$ cat config.mk
export PLATFORM = sky130hd
export DESIGN_NAME = dslope_timer
export DESIGN_NICKNAME = d
export VERILOG_FILES = /design/src/rtl/dslope_timer.sv
export SDC_FILE = /design/constraint.sdc
export NUM_CORES = 1
export LEC_CHECK = 0
export BUFFER_PORTS_ARGS = -buffer_cell sky130_fd_sc_hd__buf_4
export CAP_MARGIN = 20
export CORE_ASPECT_RATIO = 1.1
export CORE_MARGIN = 3
export CORE_UTILIZATION = 35
export CTS_BUF_LIST = sky130_fd_sc_hd__clkbuf_8
export CTS_CLUSTER_SIZE = 12
export DETAILED_ROUTE_END_ITERATION = 8
export GPL_ROUTABILITY_DRIVEN = 0
export SLEW_MARGIN = 10
export SYNTH_ARGS = -nofsm -noshare
export SYNTH_HDL_FRONTEND = slang
export SYNTH_SLANG_ARGS = --single-unit
$ cat constraint.sdc
create_clock -name clk -period 4.85 [get_ports clk]
set_input_delay 0.7275 -clock clk [delete_from_list [all_inputs] [get_ports clk]]
set_output_delay 0.7275 -clock clk [all_outputs]
set_load 0.02 [all_outputs]
$ cat src/rtl/dslope_timer.sv
module dslope_timer #(
  parameter int W   = 16,
  parameter int NCH = 3
) (
  input  logic             clk,
  input  logic             rst_n,
  input  logic             tick,
  input  logic [1:0]       mode,
  input  logic [2*NCH-1:0] com,
  input  logic [NCH-1:0]   cmp_wr,
  input  logic [W-1:0]     cmp_wdata,
  input  logic             cap_wr,
  input  logic [W-1:0]     cap_wdata,
  input  logic             cnt_wr,
  input  logic [W-1:0]     cnt_wdata,
  input  logic [NCH-1:0]   force_cmp,
  input  logic [NCH:0]     flag_clr,
  input  logic [NCH:0]     irq_en,
  output logic [W-1:0]     cnt,
  output logic [NCH-1:0]   wave,
  output logic [NCH-1:0]   cmp_flag,
  output logic             ovf_flag,
  output logic [NCH:0]     irq
);
  localparam logic [W-1:0] MAXV = '1;
  localparam logic [1:0] M_FREE = 2'd0, M_CTC = 2'd1, M_DSCAP = 2'd2;

  logic [W-1:0] cnt_q, cap_q, top, cnt_nx;
  logic [W-1:0] creg [NCH];
  logic dir_q, blk_q, dual, next_up, adv, bottom, ovf_q;

  assign dual    = mode[1];
  assign top     = (mode == M_DSCAP) ? cap_q : creg[0];
  assign adv     = tick && !cnt_wr;
  assign bottom  = adv && dual && (cnt_q == '0);
  assign next_up = (cnt_q >= top) ? 1'b0 : (cnt_q == '0) ? 1'b1 : dir_q;

  always_comb begin
    case (mode)
      M_FREE:  cnt_nx = cnt_q + 1'b1;
      M_CTC:   cnt_nx = (cnt_q == top) ? '0 : cnt_q + 1'b1;
      default: cnt_nx = next_up ? cnt_q + 1'b1 : cnt_q - 1'b1;
    endcase
  end

  always_ff @(posedge clk) begin
    if (!rst_n) begin
      cnt_q <= '0;
      cap_q <= '0;
      dir_q <= 1'b1;
      blk_q <= 1'b0;
      ovf_q <= 1'b0;
    end else begin
      if (cap_wr) cap_q <= cap_wdata;
      if (cnt_wr)   cnt_q <= cnt_wdata;
      else if (tick) cnt_q <= cnt_nx;
      if (!dual)    dir_q <= 1'b1;
      else if (adv) dir_q <= next_up;
      if (cnt_wr)    blk_q <= 1'b1;
      else if (tick) blk_q <= 1'b0;
      if (adv && (dual ? (cnt_q == '0) : (cnt_q == MAXV))) ovf_q <= 1'b1;
      else if (flag_clr[NCH])                              ovf_q <= 1'b0;
    end
  end

  for (genvar i = 0; i < NCH; i++) begin : g_ch
    logic [W-1:0] buf_q, reg_q;
    logic w_q, f_q, hit, act;
    logic [1:0] cm;

    assign cm  = com[2*i +: 2];
    assign hit = adv && !blk_q && (cnt_q == reg_q);
    assign act = hit || (force_cmp[i] && !dual);

    always_ff @(posedge clk) begin
      if (!rst_n) begin
        buf_q <= '0;
        reg_q <= '0;
        w_q   <= 1'b0;
        f_q   <= 1'b0;
      end else begin
        if (cmp_wr[i]) buf_q <= cmp_wdata;
        if (cmp_wr[i] && !dual) reg_q <= cmp_wdata;
        else if (bottom)        reg_q <= buf_q;
        if (act) begin
          case (cm)
            2'd1:    w_q <= ~w_q;
            2'd2:    w_q <= dual ? ~next_up : 1'b0;
            2'd3:    w_q <= dual ? next_up : 1'b1;
            default: w_q <= w_q;
          endcase
        end
        if (hit)              f_q <= 1'b1;
        else if (flag_clr[i]) f_q <= 1'b0;
      end
    end

    assign creg[i]     = reg_q;
    assign wave[i]     = w_q;
    assign cmp_flag[i] = f_q;
  end

  assign cnt      = cnt_q;
  assign ovf_flag = ovf_q;
  assign irq      = {ovf_q, cmp_flag} & irq_en;
endmodule

==> impl_results.md <==
- Period utilization: 79.5%
- Least-Margin Pin Slew: 1080 ps
- Yosys top cell by area: dfxtp_1
- Final setup violation count: 0
- RSZ-0062 raised after global routing: no
- Mapped cell area: 7480 um2
- Most used cell, CP: buf_4
- Core Area: 20800 um2
- 1st-pass router iterations: 5
- Die Y: 159 um
- Max Freq: 259 MHz
- PostCTS Resize Cnt: 0
- First-pass GRT wire length: 35.1 mm
- CTS Buf Count: 17
- Mapped Cells: 854
- Synth async-reset ratio: 0%
- #FFs+latches synth: 137
- Area growth, synth to finish: 19.0%
- Synth area leaders: dfxtp_1, mux2i_1, nor2_1
- Worst path cell trace: buf_4 > clkinv_1 > nor2_1 > buf_4 > mux2i_1 > ha_1 > a21oi_1 > o21ai_0 > a221oi_1 > a31oi_4 > buf_4 > or3_1 > a2111o_1 > o211ai_1
- H-tree depth: 4
- Worst-path clk slew: 80 ps
- Initial Util: 36.0%
- Setup slack after layout: 993 ps
- Nets: 1016
- Initial antenna violation count: 0
- Avg Cell Area, Syn: 8.76 um2
- Netlist cell types: 63
- Maximum clock path buffer count: 2
- Fin. max-slew vios: 0
- WP data arrival: 4220 ps
- Pwr per Cell Area: 324 nW/um2
- Leakage power total: 3.92 nW
- PortBufs: 101
- Largest net degree at the start of global routing: 102
- Count leader, synth: nor2_1
- Drt wl/cell: 18.4 um
- Layout cell share with drive strength beyond 1: 17.5%
- Main synth FF type: dfxtp_1
- Post-DRT Antenna Nets: 0
- DIE AREA: 23200 um2
- Post-CTS Repair Setup Buffers: 0
- Startpoint Class: input port
- Vias: 6605
- Final hold vios: 0
- Max-cap viol count: 0
- Total grt overflow: 0
- IO Pins: 102
- CTS sink cnt: 137
- Detail Placement HPWL: 15.5 mm
- Die W: 145 um
- Worst hold path class: register to register
- Slowest cell on crit path: a221oi_1
- Setup tns final: 0 ps
- Via/cell ratio: 5.41
- Largest stage delay, worst path: 600 ps
- CTS tree: done
- Status: completed
- Number of core rows: 55
- Crit end category: register
- Post-place setup slack: 573 ps
- Synth Warn #: 0
- Syn_nets: 948
- Worst vdd ir: 0.000145 V
- Vias in the first global route: 6332
- WL final: 22.4 mm
- Number of diodes: 0
- Final min period: 3860 ps
- Synth top cells by count: nor2_1, dfxtp_1, mux2i_1
- Post-synth top area share: 36.6%
- CP Class: input port to register
- Max_slew headroom: 28.0%
- Worst endpoint required time: 5220 ps
- Power Total: 2.89 mW
- Clk_skew: 7.36 ps
- Post-synth EDFFs: 0
- Top fanout value on the critical path: 15
- Worst-Skew Late Latency: 450 ps
- Cts hold-fix bufs: 0
- Drt initial violations: 552
- Gr usage total: 18.9%
- Seq/Total Area, Yosys: 36.6%
- Root Buffer Master: clkbuf_8
- Total DRC errors in the routed layout: 0
## worst paths after layout
kind	startpoint	to	slack, ps	cells after the start
min	g_ch[1].buf_q[7]$_SDFFE_PN0P_	g_ch[1].buf_q[7]$_SDFFE_PN0P_	490	2
min reg2reg	g_ch[1].buf_q[7]$_SDFFE_PN0P_	g_ch[1].buf_q[7]$_SDFFE_PN0P_	490	2
max	mode[1]	cnt[14]$_SDFFE_PN0P_	990	14
max reg2reg	cnt[12]$_SDFFE_PN0P_	cnt[14]$_SDFFE_PN0P_	1440	9
## sequential cells by signal, summed over array words and instances (netlist names), 3 cells and up
name        count
g_ch.buf_q     48
g_ch.reg_q     48
cap_q          16
cnt            16
g_ch.f_q        3
g_ch.w_q        3
## layer usage
| layer | GRT usage (%) | routed length, um | vias up |
|---|---|---|---|
| met5 | 0 | 0 | - |
| li1 | - | - | 3196 |
| met2 | 30.7 | 10800 | 212 |
| met3 | 4.30 | 1370 | 34 |
| met1 | 24.4 | 9830 | 3163 |
| met4 | 7.38 | 443 | 0 |
## final cells by class
type,instances,area [um2]
multi-input combinational,625,4370
inverter,20,76.3
sequential,137,2740
clock buffer,22,303
clock inverter,10,139
timing repair buffer,121,923
tap,285,357
fill,2134,11900
## through the flow
| step | std cells | cell area [um2] | hold slack, ps | utilization, % |
|---|---|---|---|---|
| after floorplan | 854 | 7480 | 454 | - |
| after global placement | 1186 | 8430 | 469 | 40.6 |
| after detailed placement | 1186 | 8430 | 478 | 40.6 |
| after CTS | 1218 | 8880 | 486 | 42.7 |
| after global routing | 1220 | 8910 | 496 | 42.9 |
| final | 1220 | 8910 | 494 | 42.9 |
## critical path, delay by kind of cell
| kind | cells | cell delay [ps] |
|---|---|---|
| multiplexers | 1 | 220 |
| AND/OR/NAND/NOR | 2 | 520 |
| AO/OA/AOI/OAI | 6 | 1670 |
| buffers and inverters | 4 | 820 |
| adder cells (fa/ha/maj) | 1 | 270 |
## power breakdown
part / switching (mW) / total [mW] / internal (mW)
sequential: 0.0723 / 1.27 / 1.20
clock: 0.455 / 1.03 / 0.578
combinational: 0.325 / 0.585 / 0.260
total: 0.853 / 2.89 / 2.03
## cells by family (layout without fill, tap and decap cells)
logic type      Yosys count  in the layout  synth area share, %
compound gates          136            136                 13.4
xor+xnor                 54             54                 6.32
fa+ha+maj                19             19                 3.18
buf+inv                  92            173                 5.03
flops                   137            137                 36.6
mux                     131            131                 17.7
simple gates            285            285                 17.8
## layout by cell type (no fill, tap or decap), types with 20 or more instances in the layout
master,synthesis,final
a211oi_1,50,50
a21oi_1,20,20
buf_4,6,119
clkbuf_8,0,22
dfxtp_1,137,137
mux2i_1,129,129
nand2_1,32,32
nand3_1,28,28
nor2_1,143,143
xnor2_1,48,48
Note: power is estimated with default switching activity, not from simulation.
